**src/rtl/vpw_rx_pkg.sv**
```systemverilog
package vpw_rx_pkg;

  typedef enum logic [2:0] {
    ST_NONE = 3'd0,
    ST_RDF  = 3'd1,
    ST_IFR  = 3'd2,
    ST_EOF  = 3'd3,
    ST_CRC  = 3'd4,
    ST_INV  = 3'd5,
    ST_BRK  = 3'd6
  } stat_code_e;

  typedef enum logic [1:0] {
    PK_BIT,
    PK_SOF,
    PK_GAP,
    PK_BAD
  } pulse_kind_e;

  typedef struct packed {
    pulse_kind_e kind;
    logic        bitval;
  } pulse_class_t;

  typedef enum logic [2:0] {
    S_IDLE,
    S_MSG,
    S_EOD,
    S_IFR,
    S_IFR_EOD,
    S_LOCK
  } rx_state_e;

  localparam logic [7:0] CRC_INIT    = 8'hFF;
  localparam logic [7:0] CRC_POLY    = 8'h1D;
  localparam logic [7:0] CRC_RESIDUE = 8'hC4;

  function automatic logic [7:0] crc8_step(input logic [7:0] c, input logic d);
    logic fb;
    fb = c[7] ^ d;
    return {c[6:0], 1'b0} ^ (fb ? CRC_POLY : 8'h00);
  endfunction

endpackage

```
**src/rtl/vpw_pulse_meas.sv**
```systemverilog
module vpw_pulse_meas #(
  parameter int CW      = 9,
  parameter int EOD_MIN = 164,
  parameter int EOF_MIN = 240,
  parameter int BRK_MIN = 240
) (
  input  logic          clk,
  input  logic          rst_n,
  input  logic          tick,
  input  logic          bus_in,
  output logic          pulse_vld,
  output logic          pulse_lvl,
  output logic [CW-1:0] pulse_w,
  output logic          eod_hit,
  output logic          eof_hit,
  output logic          brk_hit
);

  localparam logic [CW-1:0] CNT_MAX = '1;
  localparam logic [CW-1:0] T_EOD   = CW'(EOD_MIN);
  localparam logic [CW-1:0] T_EOF   = CW'(EOF_MIN);
  localparam logic [CW-1:0] T_BRK   = CW'(BRK_MIN);

  logic          bus_q;
  logic [CW-1:0] cnt_q, cnt_d, cnt_inc;
  logic          edge_c, adv;
  logic          eod_d, eof_d, brk_d;

  always_comb begin
    edge_c  = bus_in ^ bus_q;
    cnt_inc = (cnt_q == CNT_MAX) ? cnt_q : cnt_q + 1'b1;
    if (edge_c) begin
      cnt_d = tick ? CW'(1) : '0;
    end else if (tick) begin
      cnt_d = cnt_inc;
    end else begin
      cnt_d = cnt_q;
    end
    adv   = tick && !edge_c && (cnt_q != CNT_MAX);
    eod_d = adv && !bus_q && (cnt_inc == T_EOD);
    eof_d = adv && !bus_q && (cnt_inc == T_EOF);
    brk_d = adv &&  bus_q && (cnt_inc == T_BRK);
  end

  always_ff @(posedge clk or negedge rst_n) begin
    if (!rst_n) begin
      bus_q     <= 1'b0;
      cnt_q     <= '0;
      pulse_vld <= 1'b0;
      pulse_lvl <= 1'b0;
      pulse_w   <= '0;
      eod_hit   <= 1'b0;
      eof_hit   <= 1'b0;
      brk_hit   <= 1'b0;
    end else begin
      bus_q     <= bus_in;
      cnt_q     <= cnt_d;
      pulse_vld <= edge_c;
      if (edge_c) begin
        pulse_lvl <= bus_q;
        pulse_w   <= cnt_q;
      end
      eod_hit   <= eod_d;
      eof_hit   <= eof_d;
      brk_hit   <= brk_d;
    end
  end

endmodule

```
**src/rtl/vpw_sym_class.sv**
```systemverilog
module vpw_sym_class
  import vpw_rx_pkg::*;
#(
  parameter int CW        = 9,
  parameter int SHORT_MIN = 34,
  parameter int SHORT_MAX = 96,
  parameter int LONG_MIN  = 97,
  parameter int LONG_MAX  = 163,
  parameter int SOF_MIN   = 164,
  parameter int SOF_MAX   = 239,
  parameter int EOD_MIN   = 164
) (
  input  logic          lvl,
  input  logic [CW-1:0] width,
  output pulse_class_t  cls
);

  localparam logic [CW-1:0] W_SMIN = CW'(SHORT_MIN);
  localparam logic [CW-1:0] W_SMAX = CW'(SHORT_MAX);
  localparam logic [CW-1:0] W_LMIN = CW'(LONG_MIN);
  localparam logic [CW-1:0] W_LMAX = CW'(LONG_MAX);
  localparam logic [CW-1:0] W_FMIN = CW'(SOF_MIN);
  localparam logic [CW-1:0] W_FMAX = CW'(SOF_MAX);
  localparam logic [CW-1:0] W_EOD  = CW'(EOD_MIN);

  logic is_short, is_long, is_sof;

  always_comb begin
    is_short = (width >= W_SMIN) && (width <= W_SMAX);
    is_long  = (width >= W_LMIN) && (width <= W_LMAX);
    is_sof   = (width >= W_FMIN) && (width <= W_FMAX);
    cls.kind   = PK_BAD;
    cls.bitval = 1'b0;
    if (is_short || is_long) begin
      cls.kind   = PK_BIT;
      cls.bitval = lvl ? is_long : is_short;
    end else if (lvl && is_sof) begin
      cls.kind = PK_SOF;
    end else if (!lvl && (width >= W_EOD)) begin
      cls.kind = PK_GAP;
    end
  end

endmodule

```
**src/rtl/vpw_crc8.sv**
```systemverilog
module vpw_crc8
  import vpw_rx_pkg::*;
(
  input  logic       clk,
  input  logic       rst_n,
  input  logic       init,
  input  logic       en,
  input  logic       bit_in,
  output logic [7:0] crc
);

  logic [7:0] crc_d;

  always_comb begin
    crc_d = crc;
    if (init) begin
      crc_d = CRC_INIT;
    end else if (en) begin
      crc_d = crc8_step(crc, bit_in);
    end
  end

  always_ff @(posedge clk or negedge rst_n) begin
    if (!rst_n) begin
      crc <= CRC_INIT;
    end else if (init || en) begin
      crc <= crc_d;
    end
  end

endmodule

```
**src/rtl/vpw_rx_ctrl.sv**
```systemverilog
module vpw_rx_ctrl
  import vpw_rx_pkg::*;
(
  input  logic         clk,
  input  logic         rst_n,
  input  logic         pulse_vld,
  input  logic         pulse_lvl,
  input  pulse_class_t cls,
  input  logic         eod_hit,
  input  logic         eof_hit,
  input  logic         brk_hit,
  input  logic         rd_strobe,
  input  logic [7:0]   crc_val,
  output logic         crc_init,
  output logic         crc_en,
  output logic         crc_bit,
  output logic         byte_wr,
  output logic         lock_st,
  output logic [7:0]   rx_data,
  output logic         rx_full,
  output logic [2:0]   status_code
);

  rx_state_e  st_q, st_d;
  logic [6:0] sh_q, sh_d;
  logic [2:0] bc_q, bc_d;
  logic       got_q, got_d;
  logic [7:0] data_d;
  logic       rdf_d;
  logic       brk_q, brk_d, inv_q, inv_d, crc_q, crc_d;
  logic       eof_q, eof_d, ifr_q, ifr_d;
  logic       in_frame;

  always_comb begin
    st_d     = st_q;
    sh_d     = sh_q;
    bc_d     = bc_q;
    got_d    = got_q;
    data_d   = rx_data;
    rdf_d    = rx_full;
    brk_d    = brk_q;
    inv_d    = inv_q;
    crc_d    = crc_q;
    eof_d    = eof_q;
    ifr_d    = ifr_q;
    crc_init = 1'b0;
    crc_en   = 1'b0;
    crc_bit  = 1'b0;
    byte_wr  = 1'b0;
    in_frame = (st_q == S_MSG) || (st_q == S_IFR);

    if (rd_strobe) rdf_d = 1'b0;

    if (brk_hit && st_q != S_LOCK) begin
      brk_d = 1'b1;
      st_d  = S_LOCK;
    end else begin
      case (st_q)
        S_IDLE: begin
          if (pulse_vld && pulse_lvl && cls.kind == PK_SOF) begin
            st_d     = S_MSG;
            bc_d     = 3'd0;
            got_d    = 1'b0;
            crc_init = 1'b1;
            brk_d    = 1'b0;
            inv_d    = 1'b0;
            crc_d    = 1'b0;
            eof_d    = 1'b0;
            ifr_d    = 1'b0;
          end
        end
        S_MSG, S_IFR: begin
          if (pulse_vld) begin
            if (cls.kind == PK_BIT) begin
              crc_en  = (st_q == S_MSG);
              crc_bit = cls.bitval;
              if (bc_q == 3'd7) begin
                byte_wr = 1'b1;
                data_d  = {sh_q, cls.bitval};
                rdf_d   = 1'b1;
                got_d   = 1'b1;
                bc_d    = 3'd0;
                if (st_q == S_IFR) ifr_d = 1'b1;
              end else begin
                sh_d = {sh_q[5:0], cls.bitval};
                bc_d = bc_q + 3'd1;
              end
            end else begin
              inv_d = 1'b1;
              st_d  = S_LOCK;
            end
          end else if (eod_hit) begin
            if (bc_q != 3'd0 || !got_q) begin
              inv_d = 1'b1;
              st_d  = S_LOCK;
            end else if (st_q == S_MSG) begin
              if (crc_val != CRC_RESIDUE) crc_d = 1'b1;
              st_d = S_EOD;
            end else begin
              st_d = S_IFR_EOD;
            end
          end
        end
        S_EOD: begin
          if (eof_hit) begin
            eof_d = 1'b1;
            st_d  = S_IDLE;
          end else if (pulse_vld && pulse_lvl) begin
            if (cls.kind == PK_BIT) begin
              st_d  = S_IFR;
              bc_d  = 3'd0;
              got_d = 1'b0;
            end else begin
              inv_d = 1'b1;
              st_d  = S_LOCK;
            end
          end
        end
        S_IFR_EOD: begin
          if (eof_hit) begin
            eof_d = 1'b1;
            st_d  = S_IDLE;
          end else if (pulse_vld && pulse_lvl) begin
            inv_d = 1'b1;
            st_d  = S_LOCK;
          end
        end
        S_LOCK: begin
          if (eof_hit) st_d = S_IDLE;
        end
        default: st_d = S_IDLE;
      endcase
    end
  end

  always_ff @(posedge clk or negedge rst_n) begin
    if (!rst_n) begin
      st_q    <= S_IDLE;
      sh_q    <= '0;
      bc_q    <= '0;
      got_q   <= 1'b0;
      rx_data <= '0;
      rx_full <= 1'b0;
      brk_q   <= 1'b0;
      inv_q   <= 1'b0;
      crc_q   <= 1'b0;
      eof_q   <= 1'b0;
      ifr_q   <= 1'b0;
    end else begin
      st_q    <= st_d;
      if (in_frame || st_d != st_q) begin
        sh_q  <= sh_d;
        bc_q  <= bc_d;
        got_q <= got_d;
      end
      if (byte_wr) rx_data <= data_d;
      rx_full <= rdf_d;
      brk_q   <= brk_d;
      inv_q   <= inv_d;
      crc_q   <= crc_d;
      eof_q   <= eof_d;
      ifr_q   <= ifr_d;
    end
  end

  always_comb begin
    lock_st = (st_q == S_LOCK);
    if (brk_q)        status_code = ST_BRK;
    else if (inv_q)   status_code = ST_INV;
    else if (crc_q)   status_code = ST_CRC;
    else if (eof_q)   status_code = ST_EOF;
    else if (ifr_q)   status_code = ST_IFR;
    else if (rx_full) status_code = ST_RDF;
    else              status_code = ST_NONE;
  end

endmodule

```
**src/rtl/vpw_msg_rx.sv**
```systemverilog
module vpw_msg_rx
  import vpw_rx_pkg::*;
#(
  parameter int SHORT_MIN = 34,
  parameter int SHORT_MAX = 96,
  parameter int LONG_MIN  = 97,
  parameter int LONG_MAX  = 163,
  parameter int SOF_MIN   = 164,
  parameter int SOF_MAX   = 239,
  parameter int EOD_MIN   = 164,
  parameter int EOF_MIN   = 240,
  parameter int BRK_MIN   = 240
) (
  input  logic       clk,
  input  logic       rst_n,
  input  logic       tick,
  input  logic       bus_in,
  input  logic       rd_strobe,
  output logic [7:0] rx_data,
  output logic       rx_full,
  output logic [2:0] status_code
);

  localparam int TOP_W = (EOF_MIN > BRK_MIN) ? EOF_MIN : BRK_MIN;
  localparam int CW    = $clog2(TOP_W + 2) + 1;

  logic [1:0]    rs_q;
  logic          rst_sync_n;
  logic          pulse_vld, pulse_lvl;
  logic [CW-1:0] pulse_w;
  logic          eod_hit, eof_hit, brk_hit;
  pulse_class_t  cls;
  logic          crc_init, crc_en, crc_bit;
  logic [7:0]    crc_val;
  logic          byte_wr, lock_st;

  always_ff @(posedge clk or negedge rst_n) begin
    if (!rst_n) rs_q <= 2'b00;
    else        rs_q <= {rs_q[0], 1'b1};
  end
  assign rst_sync_n = rs_q[1];

  vpw_pulse_meas #(
    .CW(CW), .EOD_MIN(EOD_MIN), .EOF_MIN(EOF_MIN), .BRK_MIN(BRK_MIN)
  ) u_meas (
    .clk(clk), .rst_n(rst_sync_n), .tick(tick), .bus_in(bus_in),
    .pulse_vld(pulse_vld), .pulse_lvl(pulse_lvl), .pulse_w(pulse_w),
    .eod_hit(eod_hit), .eof_hit(eof_hit), .brk_hit(brk_hit)
  );

  vpw_sym_class #(
    .CW(CW), .SHORT_MIN(SHORT_MIN), .SHORT_MAX(SHORT_MAX),
    .LONG_MIN(LONG_MIN), .LONG_MAX(LONG_MAX),
    .SOF_MIN(SOF_MIN), .SOF_MAX(SOF_MAX), .EOD_MIN(EOD_MIN)
  ) u_cls (
    .lvl(pulse_lvl), .width(pulse_w), .cls(cls)
  );

  vpw_crc8 u_crc (
    .clk(clk), .rst_n(rst_sync_n), .init(crc_init), .en(crc_en),
    .bit_in(crc_bit), .crc(crc_val)
  );

  vpw_rx_ctrl u_ctrl (
    .clk(clk), .rst_n(rst_sync_n),
    .pulse_vld(pulse_vld), .pulse_lvl(pulse_lvl), .cls(cls),
    .eod_hit(eod_hit), .eof_hit(eof_hit), .brk_hit(brk_hit),
    .rd_strobe(rd_strobe), .crc_val(crc_val),
    .crc_init(crc_init), .crc_en(crc_en), .crc_bit(crc_bit),
    .byte_wr(byte_wr), .lock_st(lock_st),
    .rx_data(rx_data), .rx_full(rx_full), .status_code(status_code)
  );

endmodule

```
**config.mk**
```make
export PLATFORM = sky130hd
export DESIGN_NAME = vpw_msg_rx
export DESIGN_NICKNAME = d
export VERILOG_FILES = /design/src/rtl/vpw_rx_pkg.sv /design/src/rtl/vpw_pulse_meas.sv /design/src/rtl/vpw_sym_class.sv /design/src/rtl/vpw_crc8.sv /design/src/rtl/vpw_rx_ctrl.sv /design/src/rtl/vpw_msg_rx.sv
export SDC_FILE = /design/constraint.sdc
export NUM_CORES = 1
export LEC_CHECK = 0
export ABC_AREA = 0
export CORE_ASPECT_RATIO = 0.6
export CORE_UTILIZATION = 50
export CTS_BUF_LIST = sky130_fd_sc_hd__clkbuf_16
export CTS_CLUSTER_SIZE = 30
export DETAILED_ROUTE_END_ITERATION = 8
export GPL_ROUTABILITY_DRIVEN = 0
export PLACE_DENSITY = 0.68
export SYNTH_ARGS = -nofsm -noshare
export SYNTH_HDL_FRONTEND = slang
export SYNTH_HIERARCHICAL = 1
export SYNTH_SLANG_ARGS = --single-unit
```
**constraint.sdc**
```tcl
create_clock -name clk -period 3.45 [get_ports clk]
set_clock_uncertainty 0.1 [all_clocks]
set_input_delay 0.69 -clock clk [delete_from_list [all_inputs] [get_ports clk]]
set_output_delay 0.69 -clock clk [all_outputs]
set_load 0.05 [all_outputs]
```
==> impl_results.md, run 1 <==
* Reg2Reg Setup Slack at roughly 0.21 ns
* Most frequent cells in the layout: 53 x dfrtp_1, 44 x nand2_1, 23 x nor2_1, 16 x inv_1, 16 x clkdlybuf4s50_1
* Peak VDD IR at around 380 uV
* Maximum clock path buffer count at 2
* DP Cell Count at 423
* Vias in the first global route at 2355
* Pin count of the biggest net entering global routing at slightly above 60
* Setup bufs post-CTS at 0
* Post-synth ARST share at 1.00
* Critical Path Start Type: register
* Part of the cycle the worst path needs at 0.940
* RSZ-0062 raised after global routing: false
* First-pass GRT wire length at 12.2 mm
* Hold-fix buffers, CTS at 0
* Routed vias at 2543
* Hold depth at 0
* Met2 Usage GRT at 0.286
* Critical Path RT at 3.60 ns
* Psw at 0.465 mW
* Worst slew margin at 0.497
* Post-route setup TNS at 0 ns
* Ranking of synthesized cells by area: dfrtp_1 39%, dfstp_2 6.1%, nand2_1 4.8%, mux2_4 3.5%, nor2b_1 2.7%
* Yosys cell types at 71
* Post-Syn Area per Cell at between 10 and 15 um2
* Worst skew pair latency at 0.33 ns
* Overflow left after global routing at 0
* Seq cells post-synth at 62
* Core Footprint at 6680 um2
* Max-cap violations at 0
* Max-slew violation count at 0
* Clock transition at path regs at 0.05 ns
* Root Driver: clkbuf_16
* Critical Path AT at 3.39 ns
* Gate power share at 0.100
* Status: finished clean
* Drt drc at 0
* Final Critical Period at roughly 3.2 ns
* Clk sinks at 62
* HP Class: reg2reg
* Area Growth Syn to Fin at 14.5%
* Sw Ratio at 0.254
* Ant. Diodes at 0
* Clock share of power at 0.475
* PwrDens at approximately 460 nW/um2
* Finished Layout Cells at around 440
* Starting Density at 0.517
* Setup crit end kind: register
* RR Endpoint: u_crc/crc[3]$_DFFE_PN1P_
* Top cell type's share of synthesized area at 0.392
* M3 GR Usage at 0.0857
* Die Area at around 7200 um2
* Antenna Nets Post-Route at 0
* Post-synth EDFFs at 0
* Crit path from: u_meas/pulse_w[4]$_DFFE_PN0N_
* Row count at 23
* Synth area leader: dfrtp_1
* Die Y at 66.4 um
* CTS tree: done
* Commonest non-fill, non-tap cell in the layout: dfrtp_1
* Syn nets at 341
* HPWL after DPL at 5.02 mm
* Number of I/O port buffers at 16
* Top Usage Layer GRT: met1
* Initial antenna violation count at 0
* IO Pins at 17
* Finished Core Util at 0.592
* # fillers at 580
* Maximum clock frequency at 309 MHz
* Synth Cell Area at 3450 um2
* DR iter-0 viols at 232
* Internal Pwr Total at 1.36 mW
* Sequential cell area fraction in the yosys report at 0.453
* H-tree Lvls at 3
* Die Wd at 109 um
* Sequential share of power at 0.425
* DRT Wirelength at around 7.4 mm
* Slew @ Worst Pin at 0.755 ns
* Critical path class: reg2reg
* Post-Syn Instances at 332
* Crit path to: u_crc/crc[3]$_DFFE_PN1P_
* Via density at 5.79
* Layout cells sized above 1 at 0.168
* Final Hold Viols at 0
* Total Routing Usage GR at 0.231
* Drt pass-1 iters at 7
* PostCTS Resize Cnt at 0
* Met1 GRT Util at 0.360
* FF-to-FF path depth at 9
* R2r startpoint: u_meas/pulse_w[4]$_DFFE_PN0N_
* Final setup viols at 0
* DR WL/cell at 16.9 um
* Leak at about 1.8 nW
* Most used DFF post-synth: dfrtp_1
* Ys Warns at 6
* Fin nets at 356
* Critical-path maximum fanout at 5
* CTS Buf Count at 9
==> power groups by stage <==
stage / Clock, mW / Combinational, mW / Sequential (mW)
global placement: 0 / 0.176 / 0.786
finish: 0.868 / 0.182 / 0.777
global route: 0.919 / 0.198 / 0.778
detailed placement: 0 / 0.178 / 0.787
CTS: 0.892 / 0.181 / 0.776
floorplan: 0 / 0.139 / 0.784
==> metrics by stage <==
| step | instance area [um2] | power [mW] | setup slack, ns | hold slack [ns] |
|---|---|---|---|---|
| finish | 3950 | 1.83 | 0.209 | 0.244 |
| global route | 3950 | 1.90 | 0.00994 | 0.259 |
| CTS | 3950 | 1.85 | 0.200 | 0.247 |
| detailed placement | 3660 | 0.965 | 0.215 | 0.236 |
| global placement | 3660 | 0.962 | 0.403 | 0.232 |
| floorplan | 3450 | 0.923 | 0.512 | 0.231 |
==> cells in the mapped netlist, types with 3 or more instances <==
| master | count |
|---|---|
| a211o_1 | 8 |
| a21oi_1 | 8 |
| and3_1 | 3 |
| buf_1 | 3 |
| buf_6 | 4 |
| clkbuf_1 | 9 |
| dfrtp_1 | 54 |
| dfstp_2 | 8 |
| ha_1 | 4 |
| inv_1 | 14 |
| mux2_1 | 8 |
| mux2_4 | 8 |
| mux2i_1 | 8 |
| nand2_1 | 44 |
| nand3_1 | 3 |
| nand3b_1 | 3 |
| nand4_1 | 7 |
| nand4b_1 | 3 |
| nor2_1 | 23 |
| nor2b_1 | 15 |
| nor3_1 | 10 |
| nor3_2 | 3 |
| nor4_1 | 4 |
| o21ai_0 | 12 |
| o21ai_1 | 3 |
| o221ai_1 | 3 |
| xnor2_1 | 3 |
| xor3_1 | 3 |
==> per-layer routing <==
| layer | vias to the layer above | wire (um) |
|---|---|---|
| met5 | - | 0 |
| met4 | 0 | 62 |
| met3 | 9 | 555 |
| met2 | 99 | 2860 |
| met1 | 1221 | 3960 |
| li1 | 1214 | - |
==> critical path, cell delays in order (launching register included) <==
cell and delay, ns:
dfrtp_1 0.40, or3_4 0.41, o31ai_1 0.27, nor3b_2 0.33, nor3_1 0.16, nand2b_2 0.30, nor4_4 0.31, and2_1 0.32
xor3_1 0.27, a211o_1 0.31
==> kinds of logic after synthesis <==
family,Yosys count,share of synthesized area
AND/OR/NAND/NOR,138,0.231
flip-flops,62,0.453
AO/OA/AOI/OAI,59,0.128
buffers and inverters,34,0.0471
multiplexers,25,0.0874
XOR/XNOR,9,0.0381
adder cells (fa/ha/maj),4,0.0145
other,1,0.00109
==> how the worst min path moves through the flow <==
stage                           start  slack, ns           endpoint
floorplan           rs_q[0]$_DFF_PN0_       0.23  rs_q[1]$_DFF_PN0_
global placement    rs_q[0]$_DFF_PN0_       0.23  rs_q[1]$_DFF_PN0_
detailed placement  rs_q[0]$_DFF_PN0_       0.24  rs_q[1]$_DFF_PN0_
CTS                 rs_q[0]$_DFF_PN0_       0.25  rs_q[1]$_DFF_PN0_
global route        rs_q[0]$_DFF_PN0_       0.26  rs_q[1]$_DFF_PN0_
finish              rs_q[0]$_DFF_PN0_       0.24  rs_q[1]$_DFF_PN0_
==> area by class of cell <==
class                   instances  area [um2]  share of cell area
multi-input cells             236        1730               0.438
flip-flops and latches         62        1560               0.395
clock buffers                   9         225              0.0570
repair buffers                 22         205              0.0519
well taps                      87         109              0.0275
clock inverters                 7        60.1              0.0152
inverters                      16        60.1              0.0152
==> flip-flops by register name, indices dropped and copies added (netlist names) <==
| signal | flops |
|---|---|
| u_ctrl/eof_q | 1 |
| rs_q | 2 |
| u_meas/pulse_lvl | 1 |
| u_meas/pulse_w | 9 |
| u_meas/brk_hit | 1 |
| u_ctrl/bc_q | 3 |
| u_ctrl/ifr_q | 1 |
| u_meas/bus_q | 1 |
| u_ctrl/inv_q | 1 |
| u_meas/eod_hit | 1 |
| u_ctrl/got_q | 1 |
| u_ctrl/st_q | 3 |
| u_ctrl/crc_q | 1 |
| u_meas/cnt_q | 9 |
| u_meas/eof_hit | 1 |
| u_ctrl/rx_data | 8 |
| u_ctrl/rx_full | 1 |
| u_ctrl/sh_q | 7 |
| u_ctrl/brk_q | 1 |
| u_meas/pulse_vld | 1 |
| u_crc/crc | 8 |
Note: power is estimated with default switching activity, not from simulation.
==> inputs of run 2 (changes only) <==
--- a/config.mk
+++ b/config.mk
@@ -7,6 +7,7 @@
 export LEC_CHECK = 0
 export ABC_AREA = 0
 export CORE_ASPECT_RATIO = 0.6
+export CORE_MARGIN = 2
 export CORE_UTILIZATION = 50
 export CTS_BUF_LIST = sky130_fd_sc_hd__clkbuf_16
 export CTS_CLUSTER_SIZE = 30
@@ -15,5 +16,4 @@
 export PLACE_DENSITY = 0.68
 export SYNTH_ARGS = -nofsm -noshare
 export SYNTH_HDL_FRONTEND = slang
-export SYNTH_HIERARCHICAL = 1
 export SYNTH_SLANG_ARGS = --single-unit
==> run 2 against run 1 <==
  * Final cell count fell by 3.2%
  * Sequential power barely moved
  * Area after synthesis fell by 7.5%
  * Routed wire length fell by 8.2%
  * Synthesized cell count fell by 2.4%
  * Non-clock buffer count fell by 5
  * Sequential cell count did not move
  * Register-to-register slack improved by 0.56 ns
  * Critical endpoint is now u_meas.cnt_q[0]$_DFFE_PN0P_
  * Largest cell class is now flip-flops and latches
==> impl_results.md, run 2 <==
* Finished Core Util at 0.600
* Worst hold slack at approximately 0.25 ns
* Post-synthesis mux area share at 0.0553
* Total Routing Usage GR at 0.222
* RSZ-0062 raised after global routing: false
* Routed vias at approximately 2.5k
* Most frequent cells in the layout: 53 x dfrtp_1, 46 x nand2_1, 36 x nor2_1
* Row count at 22
* Die Y at between 60 and 70 um
* Largest family of logic cells by synthesized area: simple AND/OR/NAND/NOR gates
* Root Driver: clkbuf_16
* HP Class: reg2reg
* IO Pins at 17
* Syn nets at 333
* Die Area at 7060 um2
* First-pass GRT wire length at 11.8 mm
* CTS Buf Count at 9
* DR iter-0 viols at 240
* HPWL after DPL at 4.90 mm
* Most common cell in the synthesized netlist: dfrtp_1
* Via density at 5.76
* Post-Synth Adder-Cell Area at 0.0188
* Cell family with most CP delay: buffers and inverters
* Clk sinks at 62
* Crit-path cells: clkdlybuf4s50_1, xnor2_1, inv_1, o21ai_0, a221oi_1
* Critical Path RT at 3.55 ns
* Max-slew violation count at 0
* Ant. Diodes at 0
* Drt drc at 0
* Fin nets at between 300 and 400
* Worst skew pair latency at 0.33 ns
* Critical path class: in2reg
* H-tree Lvls at 3
* Final Hold Viols at 0
* Top cell type's share of synthesized area at 0.423
* XOR/XNOR Fraction of Synth Area at 0.0384
* Seq cells post-synth at 62
* PostCTS Resize Cnt at 0
* Max-cap violations at 0
* Initial antenna violation count at 0
* DRT Wirelength at 6.83 mm
* Core Footprint at 6140 um2
* Final setup viols at 0
* Post-Syn Area per Cell at 9.85 um2
* Overflow left after global routing at 0
* DR WL/cell at 16.1 um
* Biggest regs: u_meas.cnt_q (9), u_meas.pulse_w (9)
* Most used DFF post-synth: dfrtp_1
* Crit path buf inv count at 2
* Commonest non-fill, non-tap cell in the layout: dfrtp_1
* Dpl ws at about 0.34 ns
* Maximum clock frequency at ~350 MHz
* Drt pass-1 iters at 4
* Area Growth Syn to Fin at 15.3%
* Post-synth EDFFs at 0
* Antenna Nets Post-Route at 0
* Simple-gate share of the synthesized area at 0.183
* Critical-path maximum fanout at 17
* Commonest cells in the netlist: 54 x dfrtp_1, 46 x nand2_1, 36 x nor2_1
* Synth Cell Area at 3190 um2
* Slowest stage delay, CP at 0.85 ns
* Post-route setup TNS at 0 ns
* Pin count of the biggest net entering global routing at 39
* Setup crit end kind: register
* Setup bufs post-CTS at 0
* Critical Path AT at between 2 and 3 ns
* CTS tree: done
* PwrDens at 458 nW/um2
* Clock transition at path regs at 0.05 ns
* Part of the cycle the worst path needs at 0.820
* Final Critical Period at 2.83 ns
* Leak at 1.60 nW
* Status: finished clean
* Final setup margin at 0.622 ns
* Post-Syn Instances at 324
* Worst path slowest cell: xnor2_1
* Starting Density at 0.520
* Maximum clock path buffer count at 2
* Ranking of synthesized cells by area: dfrtp_1 42%, dfstp_2 6.6%, nand2_1 5.4%, mux2_2 4.6%, nor2_1 4.2%
* Worst slew margin at 0.286
* Compound-Gate Fraction of Synth Area at 0.179
* Sequential cell area fraction in the yosys report at 0.489
* Post-synth ARST share at 1.00
* Vias in the first global route at about 2.3k
* Critical Path Start Type: primary input
* Slew @ Worst Pin at ~1.1 ns
* Hold-fix buffers, CTS at 0
* Number of I/O port buffers at 16
* Layout cells sized above 1 at 0.123
* Peak VDD IR at approximately 350 uV
* Die Wd at 107 um
* Yosys cell types at 61
* Ys Warns at 0
* Synth area leader: dfrtp_1
run 2: changes by cell type in the layout (fill, tap and decap cells not counted), moves of 6 or more:
cell,previous run,this run
mux2_2,1,13
nor2_1,23,36
mux2_4,8,0
nor2b_1,15,2
mux2_1,8,0
a211o_1,8,0
nor3_1,10,0
o22a_1,2,9
a21oi_1,7,14
o31ai_1,2,8
nand3_1,3,9
run 2: through the flow:
| step | power (mW) | instances | cell area (um2) |
|---|---|---|---|
| 2_1_floorplan | 0.833 | 324 | 3190 |
| 3_3_place_gp | 0.859 | 409 | 3400 |
| 6_report | 1.69 | 425 | 3680 |
| 3_5_place_dp | 0.860 | 409 | 3400 |
| 4_1_cts | 1.71 | 425 | 3680 |
| 5_1_grt | 1.75 | 425 | 3680 |
run 2: worst register-to-register path, cell delays in order (launching register included):
cell     delay (ns)
dfrtp_1        0.62
nor2b_1        0.30
nand2_1        0.10
a21oi_1        0.47
nand3_1        0.52
mux2_2         0.45
run 2: worst paths after layout:
check / start / end / slack (ns) / cells after the start
min: rs_q[0]$_DFF_PN0_ / rs_q[1]$_DFF_PN0_ / 0.25 / 0
max reg2reg: u_ctrl.st_q[0]$_DFF_PN0_ / u_ctrl.rx_data[2]$_DFFE_PN0P_ / 0.77 / 5
max in group asynchronous: rs_q[1]$_DFF_PN0_ / u_crc.crc[4]$_DFFE_PN1P_ / 2.12 / 1
min in group asynchronous: rs_q[1]$_DFF_PN0_ / u_ctrl.sh_q[3]$_DFFE_PN0P_ / 0.27 / 0
max: bus_in / u_meas.cnt_q[0]$_DFFE_PN0P_ / 0.62 / 5
min reg2reg: rs_q[0]$_DFF_PN0_ / rs_q[1]$_DFF_PN0_ / 0.25 / 0
run 2: per-layer routing:
metal / GRT usage / vias to the layer above / wire [um]
met3: 0.0650 / 8 / 502
met5: 0 / - / 0
li1: - / 1179 / -
met4: 0.0633 / 0 / 73
met2: 0.297 / 88 / 2760
met1: 0.343 / 1175 / 3490
run 2: logic make-up (layout without fill, tap and decap cells):
kind of cell	count (synthesis)	after routing
fa+ha+maj	5	5
flops	62	62
compound gates	75	75
simple gates	122	122
buf+inv	29	46
mux	16	16
other cells	1	1
xor+xnor	14	14
run 2: power breakdown:
group,internal (mW),switching (mW)
Clock,0.542,0.297
Combinational,0.0283,0.0421
Sequential,0.744,0.0333
Total,1.31,0.372
run 2: cell type report:
cell class	count	area, um2
clock buffers	9	225
clock inverters	7	52.6
fillers	515	2460
inverters	13	48.8
multi-input cells	233	1520
flip-flops and latches	62	1560
well taps	84	105
repair buffers	17	168
==> inputs of run 3 (changes only) <==
--- a/config.mk
+++ b/config.mk
@@ -13,7 +13,7 @@
 export CTS_CLUSTER_SIZE = 30
 export DETAILED_ROUTE_END_ITERATION = 8
 export GPL_ROUTABILITY_DRIVEN = 0
-export PLACE_DENSITY = 0.68
+export PLACE_DENSITY = 0.71
 export SYNTH_ARGS = -nofsm -noshare
 export SYNTH_HDL_FRONTEND = slang
 export SYNTH_SLANG_ARGS = --single-unit
==> constraint.sdc (replaced) <==
create_clock -name clk -period 2.39 [get_ports clk]
set_clock_uncertainty 0.1 [all_clocks]
set_input_delay 0.478 -clock clk [delete_from_list [all_inputs] [get_ports clk]]
set_output_delay 0.478 -clock clk [all_outputs]
set_load 0.05 [all_outputs]
==> run 3 against run 2 <==
  * Hold slack got worse by 0.081 ns
  * Power grew 49%
  * Combinational power up 99%
  * Final cell count is 4.9% higher
  * Via count up 2.8%
  * First-iteration DRC count rose by 13%
==> impl_results.md, run 3 (same netlist as run 2, synthesis figures left out) <==
* Final Hold Viols at 0
* Slew @ Worst Pin at 0.814 ns
* Layout cells sized above 1 at 0.199
* DR WL/cell at 15.8 um
* DR iter-0 viols at 270
* CTS tree: done
* Cell family with most CP delay: simple AND/OR/NAND/NOR gates
* Initial antenna violation count at 0
* Finished Core Util at 0.630
* FF-to-FF path depth at 6
* Via density at 5.65
* Root Driver: clkbuf_16
* Commonest non-fill, non-tap cell in the layout: dfrtp_1
* Antenna Nets Post-Route at 0
* HP Class: reg2async
* Drt pass-1 iters at 5
* Crit path to: u_crc.crc[4]$_DFFE_PN1P_
* Biggest regs: u_meas.cnt_q (9), u_meas.pulse_w (9)
* Maximum clock frequency at roughly 420 MHz
* Crit path from: u_meas.pulse_w[3]$_DFFE_PN0N_
* Overflow left after global routing at 0
* CTS Buf Count at 9
* Dpl ws at 0.00777 ns
* Clk sinks at 62
* Internal Pwr Total at approximately 1.9 mW
* Starting Density at 0.520
* Final setup viols at 0
* Hold-fix buffers, CTS at 0
* Reg2Reg Setup Slack at 0.03 ns
* Die Area at 7060 um2
* IO Pins at 17
* Leak at 1.71 nW
* Psw at 0.580 mW
* Critical path class: reg2reg
* Setup crit end kind: register
* Gate power share at 0.056
* Finished Layout Cells at 446
* Die Y at 65.9 um
* DRT Wirelength at 7.03 mm
* Pin count of the biggest net entering global routing at 37
* RR Endpoint: u_crc.crc[4]$_DFFE_PN1P_
* Peak VDD IR at approximately 420 uV
* Area Growth Syn to Fin at 21.2%
* Total Routing Usage GR at 0.228
* Ant. Diodes at 0
* HPWL after DPL at approximately 5.0 mm
* Sw Ratio at 0.231
* Crit-path cells: or4_4, or4b_4, a31oi_4, o2111ai_4, xnor2_1, o22a_1
* Core Footprint at 6140 um2
* Status: finished clean
* R2r startpoint: u_meas.pulse_w[3]$_DFFE_PN0N_
* Number of I/O port buffers at 16
* Clock transition at path regs at ~0.060 ns
* Critical Path AT at 2.51 ns
* Row count at 22
* Part of the cycle the worst path needs at 0.988
* Routed vias at 2518
* Sequential share of power at 0.441
* H-tree Lvls at 3
* Crit path buf inv count at 0
* Critical-path maximum fanout at 4
* Worst path slowest cell: or4_4
* First-pass GRT wire length at 12.3 mm
* Drt drc at 0
* Worst slew margin at 0.452
* Maximum clock path buffer count at 2
* Final Total Pwr at 2.51 mW
* PwrDens at 649 nW/um2
* Max-cap violations at 0
* Worst path depth at 6
* Worst skew pair latency at around 0.32 ns
* Clock share of power at 0.503
* Max-slew violation count at 0
* Critical Path RT at around 2.5 ns
* Fin nets at 366
* Vias in the first global route at approximately 2.5k
* Most frequent cells in the layout: 53 x dfrtp_1, 46 x nand2_1, 35 x nor2_1, 23 x buf_4, 16 x o21ai_0
* Critical Path Start Type: register
* Final setup margin at 0.0291 ns
* Slowest stage delay, CP at 0.55 ns
* Die Wd at 107 um
* Final Critical Period at roughly 2.4 ns
* RSZ-0062 raised after global routing: true
* DP Cell Count at 430
-- run 3: cell types whose count changed in the layout (fill, tap and decap cells not counted), moves of 2 or more --
cell and delta:
buf_4 +22, clkinv_2 +3, clkinv_1 -3, clkinv_4 +2
inv_1 -2, clkdlybuf4s50_1 -2
-- run 3: routing by layer --
metal | GRT usage | share of wire
met1 | 0.360 | 0.54
met2 | 0.302 | 0.38
met3 | 0.0571 | 0.069
met4 | 0.0633 | 0.011
met5 | 0 | 0
-- run 3: cell type report --
type | instances | area [um2]
Multi-Input combinational cell | 233 | 1530
Timing Repair Buffer | 38 | 333
Clock buffer | 9 | 225
Sequential cell | 62 | 1560
Tap cell | 84 | 105
Fill cell | 514 | 2270
Clock inverter | 7 | 66.3
Inverter | 13 | 48.8
-- run 3: how the worst min path moves through the flow --
stage / startpoint / end / cells past startpoint
CTS: rs_q[1]$_DFF_PN0_ / u_meas.eod_hit$_DFF_PN0_ / 0
global route: rst_n / rs_q[0]$_DFF_PN0_ / 1
global placement: rs_q[1]$_DFF_PN0_ / u_meas.bus_q$_DFF_PN0_ / 0
detailed placement: rs_q[1]$_DFF_PN0_ / u_meas.bus_q$_DFF_PN0_ / 0
floorplan: rst_n / rs_q[0]$_DFF_PN0_ / 0
finish: rs_q[1]$_DFF_PN0_ / u_meas.eod_hit$_DFF_PN0_ / 0
-- run 3: power groups by stage --
stage / clock [mW] / sequential, mW / combinational, mW
final: 1.26 / 1.11 / 0.140
after global routing: 1.34 / 1.11 / 0.156
after CTS: 1.29 / 1.11 / 0.138
after detailed placement: 0 / 1.12 / 0.137
after global placement: 0 / 1.12 / 0.135
after floorplan: 0 / 1.12 / 0.0821
-- run 3: worst register-to-register path, stage by stage, from the launching register on --
cell	delay (ns)
dfrtp_1	0.38
or4_4	0.55
or4b_4	0.51
a31oi_4	0.21
o2111ai_4	0.18
xnor2_1	0.18
o22a_1	0.18
-- run 3: what timing repair did --
item | in CTS | in global routing
resized for setup | 0 | 2
pin swaps | 2 | 1
setup endpoints to repair | 1 | 12
hold endpoints to repair | 0 | 0
setup buffers | 0 | 0
-- run 3: metrics by stage --
step / hold slack [ns] / TNS, ns / cell area, um2
after global placement: 0.174 / 0 / 3570
final: 0.164 / 0 / 3870
after global routing: 0.214 / -0.326 / 3870
after detailed placement: 0.189 / 0 / 3570
after floorplan: 0.0824 / 0 / 3190
after CTS: 0.195 / 0 / 3860
